File: config.mk
export PLATFORM = sky130hd
export DESIGN_NAME = duty_pwm_top
export DESIGN_NICKNAME = d
export VERILOG_FILES = /design/src/rtl/dp_pkg.sv /design/src/rtl/dp_accum.sv /design/src/rtl/dp_counter.sv /design/src/rtl/dp_compare.sv /design/src/rtl/duty_pwm_top.sv
export SDC_FILE = /design/constraint.sdc
export NUM_CORES = 1
export LEC_CHECK = 0
export BUFFER_PORTS_ARGS = -buffer_cell sky130_fd_sc_hd__clkbuf_2
export CAP_MARGIN = 5
export CELL_PAD_IN_SITES_DETAIL_PLACEMENT = 2
export CELL_PAD_IN_SITES_GLOBAL_PLACEMENT = 2
export CORE_MARGIN = 5
export CORE_UTILIZATION = 36
export DETAILED_ROUTE_END_ITERATION = 10
export PLACE_DENSITY_LB_ADDON = 0.1
export SETUP_SLACK_MARGIN = 0.2
export SLEW_MARGIN = 40
export SYNTH_ARGS = -nofsm -noshare
export SYNTH_HDL_FRONTEND = slang
export SYNTH_SLANG_ARGS = --single-unit
File: constraint.sdc
create_clock -name clk_i -period 3.18 [get_ports clk_i]
set_input_delay 0.636 -clock clk_i [delete_from_list [all_inputs] [get_ports clk_i]]
set_output_delay 0.636 -clock clk_i [all_outputs]
set_load 0.01 [all_outputs]
File: src/rtl/dp_pkg.sv
package dp_pkg;
  localparam int CORR_W = 14;
  localparam int MAG_W  = CORR_W - 1;

  typedef struct packed {
    logic             neg;
    logic [MAG_W-1:0] mag;
  } corr_t;
endpackage

File: src/rtl/dp_accum.sv
module dp_accum
  import dp_pkg::*;
#(
  parameter int DUTY_W    = 12,
  parameter int DUTY_MIN  = 690,
  parameter int DUTY_MAX  = 2889,
  parameter int DUTY_INIT = 1000
) (
  input  logic              clk_i,
  input  logic              rst_ni,
  input  logic              valid_i,
  input  corr_t             corr_i,
  output logic [DUTY_W-1:0] duty_o
);
  // Wide enough for duty + magnitude or duty - magnitude with sign
  localparam int SUM_W = ((DUTY_W > MAG_W) ? DUTY_W : MAG_W) + 2;
  localparam logic signed [SUM_W-1:0] MIN_S = SUM_W'(DUTY_MIN);
  localparam logic signed [SUM_W-1:0] MAX_S = SUM_W'(DUTY_MAX);

  logic [DUTY_W-1:0]       duty_q, duty_d;
  logic signed [SUM_W-1:0] duty_ext, mag_ext, sum_w;

  assign duty_ext = $signed({{(SUM_W-DUTY_W){1'b0}}, duty_q});
  assign mag_ext  = $signed({{(SUM_W-MAG_W){1'b0}}, corr_i.mag});
  assign sum_w    = corr_i.neg ? (duty_ext - mag_ext) : (duty_ext + mag_ext);

  always_comb begin
    duty_d = duty_q;
    if (valid_i) begin
      if (sum_w > MAX_S)      duty_d = DUTY_W'(DUTY_MAX);
      else if (sum_w < MIN_S) duty_d = DUTY_W'(DUTY_MIN);
      else                    duty_d = sum_w[DUTY_W-1:0];
    end
  end

  always_ff @(posedge clk_i or negedge rst_ni) begin
    if (!rst_ni) duty_q <= DUTY_W'(DUTY_INIT);
    else         duty_q <= duty_d;
  end

  assign duty_o = duty_q;

  a_r4_r5_in_band: assert property (@(posedge clk_i) disable iff (!rst_ni)
    (duty_q >= DUTY_W'(DUTY_MIN)) && (duty_q <= DUTY_W'(DUTY_MAX)));

  a_r6_hold_no_strobe: assert property (@(posedge clk_i) disable iff (!rst_ni)
    !valid_i |=> $stable(duty_q));

  a_r2_add: assert property (@(posedge clk_i) disable iff (!rst_ni)
    (valid_i && !corr_i.neg && (duty_ext + mag_ext <= MAX_S))
    |=> (duty_q == $past(duty_q) + DUTY_W'($past(corr_i.mag))));

  a_r3_sub: assert property (@(posedge clk_i) disable iff (!rst_ni)
    (valid_i && corr_i.neg && (duty_ext - mag_ext >= MIN_S))
    |=> (duty_q == $past(duty_q) - DUTY_W'($past(corr_i.mag))));
endmodule

File: src/rtl/dp_counter.sv
module dp_counter #(
  parameter int PERIOD = 3000,
  parameter int CNT_W  = 12
) (
  input  logic             clk_i,
  input  logic             rst_ni,
  output logic [CNT_W-1:0] cnt_o,
  output logic             last_o
);
  localparam logic [CNT_W-1:0] LAST = CNT_W'(PERIOD - 1);

  logic [CNT_W-1:0] cnt_q;

  always_ff @(posedge clk_i or negedge rst_ni) begin
    if (!rst_ni)            cnt_q <= '0;
    else if (cnt_q == LAST) cnt_q <= '0;
    else                    cnt_q <= cnt_q + 1'b1;
  end

  assign cnt_o  = cnt_q;
  assign last_o = (cnt_q == LAST);

  a_r7_cnt_range: assert property (@(posedge clk_i) disable iff (!rst_ni)
    cnt_q <= LAST);

  a_r7_wrap: assert property (@(posedge clk_i) disable iff (!rst_ni)
    (cnt_q == LAST) |=> (cnt_q == '0));

  a_r7_step: assert property (@(posedge clk_i) disable iff (!rst_ni)
    (cnt_q != LAST) |=> (cnt_q == $past(cnt_q) + 1'b1));
endmodule

File: src/rtl/dp_compare.sv
module dp_compare #(
  parameter int DUTY_W    = 12,
  parameter int DUTY_INIT = 1000
) (
  input  logic              clk_i,
  input  logic              rst_ni,
  input  logic [DUTY_W-1:0] duty_i,
  input  logic [DUTY_W-1:0] cnt_i,
  input  logic              last_i,
  input  logic              stop_i,
  output logic              pwm_o
);
  // Shadow copy: loaded at the last count so it is live when counter is 0
  logic [DUTY_W-1:0] active_q;

  always_ff @(posedge clk_i or negedge rst_ni) begin
    if (!rst_ni)     active_q <= DUTY_W'(DUTY_INIT);
    else if (last_i) active_q <= duty_i;
  end

  assign pwm_o = !stop_i && (cnt_i <= active_q);

  a_r9_shadow_hold: assert property (@(posedge clk_i) disable iff (!rst_ni)
    !last_i |=> $stable(active_q));

  a_r9_shadow_load: assert property (@(posedge clk_i) disable iff (!rst_ni)
    last_i |=> (active_q == $past(duty_i)));
endmodule

File: src/rtl/duty_pwm_top.sv
module duty_pwm_top
  import dp_pkg::*;
#(
  parameter int PERIOD    = 3000,
  parameter int DUTY_MIN  = 690,
  parameter int DUTY_MAX  = 2889,
  parameter int DUTY_INIT = 1000,
  localparam int CNT_W    = $clog2(PERIOD)
) (
  input  logic              clk_i,
  input  logic              rst_ni,
  input  logic              corr_valid_i,
  input  logic [CORR_W-1:0] corr_i,
  input  logic              stop_i,
  output logic [CNT_W-1:0]  duty_o,
  output logic              pwm_o
);
  logic [CNT_W-1:0] cnt_w;
  logic             last_w;
  corr_t            corr_w;

  assign corr_w = corr_t'(corr_i);

  dp_accum #(
    .DUTY_W   (CNT_W),
    .DUTY_MIN (DUTY_MIN),
    .DUTY_MAX (DUTY_MAX),
    .DUTY_INIT(DUTY_INIT)
  ) u_accum (
    .clk_i  (clk_i),
    .rst_ni (rst_ni),
    .valid_i(corr_valid_i),
    .corr_i (corr_w),
    .duty_o (duty_o)
  );

  dp_counter #(
    .PERIOD(PERIOD),
    .CNT_W (CNT_W)
  ) u_counter (
    .clk_i (clk_i),
    .rst_ni(rst_ni),
    .cnt_o (cnt_w),
    .last_o(last_w)
  );

  dp_compare #(
    .DUTY_W   (CNT_W),
    .DUTY_INIT(DUTY_INIT)
  ) u_compare (
    .clk_i (clk_i),
    .rst_ni(rst_ni),
    .duty_i(duty_o),
    .cnt_i (cnt_w),
    .last_i(last_w),
    .stop_i(stop_i),
    .pwm_o (pwm_o)
  );

  a_r10_stop_blanks: assert property (@(posedge clk_i) disable iff (!rst_ni)
    stop_i |-> !pwm_o);

  a_r1_high_at_start: assert property (@(posedge clk_i) disable iff (!rst_ni)
    (cnt_w == '0 && !stop_i) |-> pwm_o);
endmodule

==> impl_results.md, run 1 <==
* Run status: finished, violations left
* Failing checks: setup timing
* Sequential area share after synthesis at 0.296
* Met2 GRT Util at 0.415
* Die W at 103 µm
* RSZ-0062 raised after global routing: true
* Gate count of the mapped netlist at 365
* Worst Path Required at 3.36 ns
* Rows at 33
* Slew headroom at 0.648
* CTS tree: yes
* Crit end category: register
* Die footprint at 10,600 µm²
* EDFF count, synth at 0
* Post-DP HPWL at 8420 µm
* Power Density at 926 nW/µm²
* Largest area contributor in the netlist: dfrtp_1
* Setup ws final at -0.126 ns
* Hold Buf Count CTS at 0
* Startpoint Class: register
* Syn Std Cell Area at 3100 µm²
* Distinct cells, synth at 60
* Cts bufs inserted at 5
* Port bufs at 30
* Fin nets at 511
* Setup Crit Path Kind: register to register
* Synth area leaders: dfrtp_1 (19%), ha_1 (15%), dfstp_2 (10%)
* Core Region at 8300 µm²
* I/O Pins at 31
* Total track usage at 0.230
* Met3 GRT Util at 0.0304
* First-pass GRT wire length at 18,700 µm
* Post-synth top flop: dfrtp_1
* Worst-skew pair later-pin latency at 0.30 ns
* Yosys synthesis warning count at 0
* Layer with the highest usage: met2
* Initial antenna violation count at 0
* Residual DRC at 0
* Period minus WS final at 3.31 ns
* Worst Path Max Fanout at 8
* Clock Tree Buf Depth at 2
* Max IR drop VDD at 0.000373 V
* Clock slew at reported path FFs at 0.09 ns
* Final Hold Vio Count at 0
* Asr flop ratio synth at 1.00
* Vias per cell at 5.93
* Number of diodes at 0
* Worst R2R Path Depth at 14
* Pin count of the biggest net entering global routing at 37
* Worst min path class: input pin to asynchronous set/reset pin
* Post-synthesis sequential element count at 36
* Tightest Pin Transition at 0.528 ns
* Static leakage at 1.96 nW
* Tcrit/Tclk final at 1.04
* Die Ht at 103 µm
* Setup Viol. Count Final at 9
* Final WL at 15,000 µm
* Max-capacitance violation count at 0
* Vias in the first global route at 3,565
* Met1 Usage GRT at 0.284
* Hold slack at 0.325 ns
* ANT nets after route at 0
* Synthesis-to-finish area growth at 42.6%
* DR pass1 iterations at 4
* Syn Nets at 422
* WL per Instance at 26.8 µm
* # H-tree levels at 2
* Avg Synthesized Cell Area at 8.49 µm²
* Arrival time worst endpoint at 3.49 ns
* Initial DRC Count at 100
* Vias at 3,319
* Overflow after GRT at 0
* Placed standard-cell area at 3690 µm²
* Clock sink total at 36
* Gpl congestion at 0.820
* Starting Density at 0.373
* Synth top area share at 0.194
* Slew Viols, Final at 0
* Worst Skew at 0.0107 ns
* FMAX at 0.302 GHz
* Share of post-route cells with drive strength above 1 at 0.418
* Final instance area at 4420 µm²
* Root Driver: clkbuf_8
==> metal layers <==
| metal | vias to the layer above | wire length (µm) |
|---|---|---|
| met5 | - | 0 |
| met4 | 0 | 776 |
| met3 | 57 | 509 |
| met2 | 95 | 7490 |
| met1 | 1700 | 6210 |
| li1 | 1467 | - |
==> synthesized netlist by cell type, drive strengths merged, types with 3 or more instances <==
| cell type | instances |
|---|---|
| a211o | 4 |
| a211oi | 11 |
| a21o | 7 |
| a21oi | 25 |
| a221o | 5 |
| and2 | 5 |
| and3 | 6 |
| buf | 7 |
| clkbuf | 5 |
| dfrtp | 24 |
| dfstp | 12 |
| ha | 37 |
| inv | 39 |
| nand2 | 29 |
| nand2b | 5 |
| nand3 | 9 |
| nand4 | 6 |
| nor2 | 30 |
| nor2b | 6 |
| nor3 | 4 |
| nor4 | 3 |
| o211ai | 3 |
| o21ai | 29 |
| o21bai | 3 |
| o311ai | 4 |
| xnor2 | 10 |
| xor2 | 8 |
==> cells by family after synthesis <==
kind of cell	count (synthesis)	share of synthesized area
AO/OA/AOI/OAI	109	0.247
XOR/XNOR	18	0.0509
adder cells (fa/ha/maj)	39	0.162
buffers and inverters	51	0.0646
flip-flops	36	0.296
multiplexers	2	0.00686
AND/OR/NAND/NOR	110	0.172
==> state kept, by name, indices dropped and copies added (netlist names) <==
name                cells
u_accum.duty_o         12
u_compare.active_q     12
u_counter.cnt_o        12
==> worst max-delay path: stages, from the launching register on <==
cell,delay (ns)
dfrtp_1,0.45
inv_1,0.13
ha_2,0.21
inv_2,0.04
fa_2,0.35
and3_4,0.22
o21ai_4,0.16
a2111o_1,0.21
o211ai_1,0.11
o21ba_4,0.25
mux2i_2,0.24
and2_4,0.23
a31oi_4,0.12
buf_12,0.17
a221o_1,0.31
==> worst paths after layout <==
check,end,slack (ns),start
setup reg to reg,u_accum.duty_o[0],-0.13,u_accum.duty_o[0]
min in group clk_i,u_compare.active_q[8],0.52,u_compare.active_q[8]
hold reg to reg,u_compare.active_q[8],0.52,u_compare.active_q[8]
hold / removal,u_compare.active_q[1],0.32,rst_ni
max in group asynchronous,u_compare.active_q[6],2.46,rst_ni
setup / recovery,u_accum.duty_o[0],-0.13,u_accum.duty_o[0]
==> area by class of cell <==
type	count	area, µm²
clock buffers	5	68.8
fillers	863	3880
repair buffers	94	689
inverters	39	146
well taps	105	131
clock inverters	3	42.5
flip-flops and latches	36	917
multi-input cells	278	2420
==> cells in the final DEF, fill, tap and decap left out, types with 4 or more instances in the layout <==
master	Yosys	layout
buf_4	1	56
inv_1	39	35
nor2_1	30	29
clkbuf_2	0	28
nand2_1	29	27
ha_1	37	24
dfrtp_1	24	23
o21ai_0	29	22
a21oi_1	25	17
dfstp_2	12	12
ha_4	0	10
nand3_1	9	9
xnor2_1	10	8
xor2_1	8	7
a21o_1	7	7
a21oi_2	0	7
a211oi_2	0	7
nand4_1	6	6
and3_1	6	5
a221o_1	5	5
clkbuf_8	0	5
buf_6	0	5
and2_1	4	4
inv_2	0	4
==> what timing repair did <==
action,CTS,global route
setup endpoints to repair,11,13
gates resized for setup,27,63
setup buffers,11,8
pin swaps,21,33
==> where the power goes <==
group,internal (mW),switching (mW)
clock network,0.232,0.193
registers,0.562,0.129
logic,1.38,1.60
total,2.17,1.92
==> stage by stage <==
step	power, mW	TNS, ns	utilization	instances	setup slack (ns)
6_report	4.09	-0.437	0.532	560	-0.126
2_1_floorplan	1.81	0	-	365	0.213
4_1_cts	3.35	0	0.485	552	0.175
3_3_place_gp	2.61	-1.74	0.444	533	-0.190
5_1_grt	4.29	-1.46	0.532	560	-0.202
3_5_place_dp	2.69	-2.45	0.444	533	-0.272
No activity file was read; power rests on OpenSTA's default activity.
==> inputs of run 2 (changes only) <==
Settings changed: ABC_AREA set to 1, CELL_PAD_IN_SITES_DETAIL_PLACEMENT 2 to 0, CELL_PAD_IN_SITES_GLOBAL_PLACEMENT 2 to 1, CORE_UTILIZATION 36 to 43.
==> impl_results.md, run 2 <==
* Commonest non-fill, non-tap cells in the layout: nand2_1 (203), inv_1 (102), nand3_1 (62)
* Syn Std Cell Area at 3780 µm²
* Setup WS pre-CTS at -0.0758 ns
* Yosys synthesis warning count at 0
* # H-tree levels at 2
* Max IR drop VDD at 0.000325 V
* Final Power at 3.07 mW
* Clock Tree Buf Depth at 2
* Delay-heaviest family, CP: simple AND/OR/NAND/NOR gates
* Syn Nets at 664
* Pin count of the biggest net entering global routing at 37
* Worst min path class: input pin to asynchronous set/reset pin
* FMAX at 0.359 GHz
* Residual DRC at 0
* Final WL at 10,500 µm
* Starting Density at 0.438
* Hold Buf Count CTS at 0
* Startpoint Class: register
* Crit-path max cell delay at 0.59 ns
* Critical path's most frequent cell: nand2_1
* Vias in the first global route at 3,542
* Gpl congestion at 0.920
* Initial DRC Count at 251
* Overflow after GRT at 0
* Tightest Pin Transition at 0.498 ns
* Setup_tns at 0 ns
* Root Driver: clkbuf_8
* Cells after DPL at 739
* Distinct cells, synth at 33
* Slew headroom at 0.668
* Most used standard cells in the synthesized netlist: nand2_1 (208), inv_1 (103), nand3_1 (63)
* Vias at 3,786
* Largest area contributor in the netlist: nand2_1
* Power Density at 720 nW/µm²
* Die W at 104 µm
* Clk pwr share at 0.110
* RSZ-0062 raised after global routing: true
* Commonest non-fill, non-tap cell in the layout: nand2_1
* Worst setup startpoint: u_accum.duty_o[9]
* Clock sink total at 36
* Fin nets at 700
* First-pass GRT wire length at 17,600 µm
* Final Hold Vio Count at 0
* Worst path bufs/invs at 1
* RR Endpoint: u_accum.duty_o[2]
* Worst R2R Path Depth at 18
* Avg Synthesized Cell Area at 6.23 µm²
* Reg2Reg Setup Slack at 0.39 ns
* Synth top area share at 0.206
* Arrival time worst endpoint at 2.96 ns
* Cts bufs inserted at 5
* Vias per cell at 5.03
* Setup Crit Path Kind: register to register
* Comb pwr share at 0.674
* I/O Pins at 31
* Initial antenna violation count at 0
* Core Region at 8640 µm²
* Share of post-route cells with drive strength above 1 at 0.161
* CTS tree: yes
* Tcrit/Tclk final at 0.876
* EDFF count, synth at 0
* Total track usage at 0.195
* Run status: finished, final reports clean
* Non-Filler Instances at 752
* FF-to-FF Start: u_accum.duty_o[9]
* Worst Path Max Fanout at 5
* Psw at 1.61 mW
* Die footprint at 10,800 µm²
* Rows at 34
* Setup Viol. Count Final at 0
* Synth area leaders: nand2_1 (21%), dfrtp_1 (16%), ha_1 (12%)
* Die Ht at 104 µm
* Most frequent cell after synthesis: nand2_1
* Clock slew at reported path FFs at 0.08 ns
* Worst Skew at 0.00748 ns
* Instance count on the critical path at 18
* Post-DP HPWL at 8490 µm
* Hold slack at 0.334 ns
* Post-synthesis sequential element count at 36
* Worst-skew pair later-pin latency at 0.28 ns
* Sequential area share after synthesis at 0.242
* ANT nets after route at 0
* Max stage delay cell, worst path: dfstp_2
* Max-capacitance violation count at 0
* Static leakage at 2.42 nW
* Period minus WS final at 2.79 ns
* Flop pwr share at 0.216
* Port bufs at 30
* Worst Path Required at 3.36 ns
* DR pass1 iterations at 4
* Gate count of the mapped netlist at 607
* Crit path to: u_accum.duty_o[2]
* Slew Viols, Final at 0
* Post-synth top flop: dfrtp_1
* WL per Instance at 14.0 µm
* Switching fraction of total power at 0.525
* Asr flop ratio synth at 1.00
* Pint at 1.46 mW
* Number of diodes at 0
* Crit end category: register
* Synthesis-to-finish area growth at 12.6%
* Setup ws final at 0.393 ns
* Critical path, cell by cell: ha_1 > buf_4 > nor2_1 > nand2_1 > nor2_1 > nand2_1 > nand3_1 > nand2_1 > nand2_1 > nand2_1 > nand2_1 > nand3_1 > nor2_4 > nand2_4 > nand2_1 > nor2_2 > nand3_1 > nand2_1
==> run 2: area by class of cell <==
class | instances | area (µm²)
Timing Repair Buffer | 43 | 250
Clock buffer | 6 | 82.6
Sequential cell | 36 | 916
Clock inverter | 2 | 10.0
Inverter | 105 | 394
Tap cell | 108 | 135
Multi-Input combinational cell | 452 | 2470
Fill cell | 935 | 4380
==> run 2: metal layers <==
| layer | track usage | up-vias | part of all wire |
|---|---|---|---|
| li1 | - | 1972 | - |
| met3 | 0.0255 | 8 | 0.040 |
| met1 | 0.307 | 1719 | 0.55 |
| met4 | 0.0324 | 0 | 0.013 |
| met2 | 0.285 | 87 | 0.40 |
| met5 | 0 | - | 0 |
==> run 2: per-stage QoR <==
step | area (µm²) | utilization
CTS | 4130 | 0.478
detailed placement | 4040 | 0.467
global route | 4260 | 0.493
finish | 4260 | 0.493
floorplan | 3780 | -
global placement | 4030 | 0.467
==> run 2: cell families (layout without fill, tap and decap cells) <==
kind of cell	Yosys count	in the layout	synth area share
adders and majority gates	39	39	0.133
xor gates and xnor gates	2	2	0.00463
DFF	36	36	0.242
buffers and inverters	121	156	0.133
and+or+nand+nor	354	356	0.390
AOI/OAI and AO/OA	45	45	0.0672
muxes	10	10	0.0298
==> run 2: worst reg2reg max path, delay by kind of cell, from the launching register on <==
family / cells / cell delay, ns
AND/OR/NAND/NOR: 16 / 1.67
flip-flops: 1 / 0.59
adder cells (fa/ha/maj): 1 / 0.27
buffers and inverters: 1 / 0.17
==> run 2: worst min path at each step <==
stage	endpoint	slack [ns]	cells after the start	startpoint
after global placement	u_compare.active_q[10]	0.48	2	u_compare.active_q[10]
after detailed placement	u_compare.active_q[10]	0.49	2	u_compare.active_q[10]
final	u_counter.cnt_o[2]	0.33	1	rst_ni
after global routing	u_compare.active_q[0]	0.38	1	rst_ni
after CTS	u_counter.cnt_o[2]	0.35	1	rst_ni
after floorplan	u_accum.duty_o[0]	0.34	0	rst_ni
==> run 2: power by group through the flow <==
stage / Sequential [mW] / Combinational, mW / Clock [mW]
floorplan: 0.666 / 1.37 / 0
global placement: 0.673 / 1.90 / 0
detailed placement: 0.674 / 1.90 / 0
CTS: 0.667 / 1.91 / 0.344
global route: 0.680 / 2.35 / 0.366
finish: 0.664 / 2.07 / 0.336
==> run 2: timing repair <==
action	in CTS	in global routing
setup buffers	0	3
setup endpoints to repair	2	12
gates resized for setup	1	28
pin swaps	0	6
cloned	0	2
==> inputs of run 3 (changes only) <==
Settings changed: ABC_AREA 1 to not set, CORE_UTILIZATION 43 to 46, SYNTH_HIERARCHICAL set to 1.
==> impl_results.md, run 3 <==
* Power Density at 792 nW/µm²
* Post-synth top flop: dfrtp_1
* Final WL at 8220 µm
* Residual DRC at 0
* Vias per cell at 5.27
* Worst Skew at 0.00834 ns
* Avg Synthesized Cell Area at 8.93 µm²
* Tcrit/Tclk final at 0.969
* Most used standard cells in the synthesized netlist: inv_1 (40), ha_1 (37), nor2_1 (29)
* Largest family of logic cells by synthesized area: compound AO/OA/AOI/OAI gates
* Most frequent cell after synthesis: inv_1
* Commonest non-fill, non-tap cell in the layout: buf_4
* Cts bufs inserted at 5
* FMAX at 0.325 GHz
* Max IR drop VDD at 0.000433 V
* Synth Area in XOR/XNOR at 0.0537
* Crit-path max cell delay at 0.47 ns
* # H-tree levels at 2
* Static leakage at 1.86 nW
* Setup Crit Path Kind: register to register
* Mux contribution to synthesized area at 0.00347
* Root Driver: clkbuf_8
* Slew headroom at 0.596
* Die footprint at 8820 µm²
* Setup ws final at 0.0986 ns
* Synth top area share at 0.185
* Port bufs at 30
* Synthesis-to-finish area growth at 27.7%
* Starting Density at 0.474
* Adder-cell share of the synthesized area at 0.155
* Clock slew at reported path FFs at 0.08 ns
* Share of post-route cells with drive strength above 1 at 0.364
* DR pass1 iterations at 4
* Worst min path class: input pin to asynchronous set/reset pin
* Syn Nets at 420
* Die W at 93.9 µm
* Max stage delay cell, worst path: dfrtp_2
* Non-Filler Instances at 535
* Initial DRC Count at 103
* Gpl congestion at 0.855
* Syn Std Cell Area at 3240 µm²
* Worst-skew pair later-pin latency at 0.29 ns
* Number of diodes at 0
* Total track usage at 0.195
* Clock sink total at 36
* Sequential area share after synthesis at 0.283
* First-pass GRT wire length at 13,800 µm
* Hold Buf Count CTS at 0
* Core Region at 6830 µm²
* Fin nets at 495
* Worst Path Max Fanout at 8
* Max-capacitance violation count at 0
* Final instance area at 4140 µm²
* Period minus WS final at 3.08 ns
* Cells after DPL at 516
* Overflow after GRT at 0
* Setup WS pre-CTS at -0.144 ns
* Vias at 2,817
* CTS tree: yes
* Tightest Pin Transition at 0.601 ns
* Die Ht at 93.9 µm
* ANT nets after route at 0
* Arrival time worst endpoint at 3.26 ns
* Critical path's most frequent cell: inv_2
* Placed standard-cell area at 3850 µm²
* Rows at 30
* Run status: finished, final reports clean
* Worst Path Required at 3.36 ns
* Initial antenna violation count at 0
* Compound-cell area share of the yosys netlist at 0.242
* Crit end category: register
* Gate count of the mapped netlist at 363
* Asr flop ratio synth at 1.00
* Startpoint Class: register
* Synth area leaders: dfrtp_1 (19%), ha_1 (14%), dfstp_2 (9.7%)
* Clock Tree Buf Depth at 2
* Critical path, cell by cell: inv_2 > ha_4 > inv_2 > fa_2 > a211oi_2 > o211ai_1 > nand4_1 > a21oi_2 > or2_1 > xor2_2 > nor3_4 > a21oi_4 > a221o_1
* Setup Viol. Count Final at 0
* WL per Instance at 15.4 µm
* Finished Core Util at 0.606
* Post-DP HPWL at 6380 µm
* Post-synthesis sequential element count at 36
* Vias in the first global route at 2,874
* Slew Viols, Final at 0
* Setup_tns at 0 ns
* Largest area contributor in the netlist: dfrtp_1
* RSZ-0062 raised after global routing: true
* Synth Area in Simple Gates at 0.185
* Final Hold Vio Count at 0
* Commonest non-fill, non-tap cells in the layout: buf_4 (52), inv_1 (34), ha_1 (30)
* I/O Pins at 31
* Distinct cells, synth at 68
* Yosys synthesis warning count at 6
* Pin count of the biggest net entering global routing at 37
* EDFF count, synth at 0
-- run 3: cell count changes after synthesis, sizes merged, moves of 8 or more --
cell,delta
nand2b,+8
o21ai,+9
mux2,-9
xor2,+11
nand3,-56
nand2,-184
a211oi,+12
inv,-65
nor2,-30
-- run 3: stage by stage --
stage                     power (mW)  hold WS (ns)
after global placement          2.57         0.494
final                           3.28         0.332
after detailed placement        2.60         0.495
after global routing            3.53         0.352
after CTS                       3.11         0.340
after floorplan                 1.94         0.340
-- run 3: final cells by class --
cell class | instances | area (µm²)
fillers | 626 | 2690
multi-input cells | 271 | 2270
flip-flops and latches | 36 | 918
repair buffers | 83 | 554
inverters | 41 | 164
well taps | 96 | 120
clock buffers | 5 | 68.8
clock inverters | 3 | 42.5
-- run 3: worst max-delay path, delay by kind of cell (launching register included) --
kind | cells | cell delay, ns
and+or+nand+nor | 3 | 0.70
adders and majority gates | 2 | 0.53
buffers and inverters | 2 | 0.13
AOI/OAI and AO/OA | 5 | 0.95
DFF | 1 | 0.47
xor gates and xnor gates | 1 | 0.19
-- run 3: routing by layer --
| layer | wire, µm | part of all wire | GRT usage | vias to the layer above |
|---|---|---|---|---|
| li1 | - | - | - | 1436 |
| met1 | 3960 | 0.48 | 0.272 | 1313 |
| met2 | 3830 | 0.47 | 0.315 | 62 |
| met3 | 341 | 0.041 | 0.0361 | 6 |
| met4 | 91 | 0.011 | 0.0421 | 0 |
| met5 | 0 | 0 | 0 | - |
-- run 3: kinds of logic (layout without fill, tap and decap cells) --
family	count (synthesis)	after routing
AND/OR/NAND/NOR	108	108
AO/OA/AOI/OAI	104	104
buffers and inverters	56	132
adder cells (fa/ha/maj)	39	39
flip-flops	36	36
XOR/XNOR	19	19
multiplexers	1	1
-- run 3: what timing repair did --
action                                  4_1_cts  5_1_grt
pin swaps                                    11       16
resized for setup                             3       18
buffers inserted                              6        5
endpoints found under the setup margin       10       12
-- run 3: path summary, 6_finish.rpt --
check                                       from               endpoint  slack, ns  cells after the start
max in group asynchronous                 rst_ni      u_accum/duty_o[1]       2.47                      1
hold / removal                            rst_ni     u_counter/cnt_o[9]       0.33                      1
hold reg to reg            u_compare/active_q[5]  u_compare/active_q[5]       0.51                      2
min in group clk_i         u_compare/active_q[5]  u_compare/active_q[5]       0.51                      2
setup reg to reg               u_accum/duty_o[0]      u_accum/duty_o[0]        0.1                     13
setup / recovery               u_accum/duty_o[0]      u_accum/duty_o[0]        0.1                     13
-- run 3: power breakdown --
part	switching (mW)	total, mW	internal, mW
sequential	0.131	0.690	0.559
clock	0.169	0.401	0.232
combinational	1.11	2.19	1.08
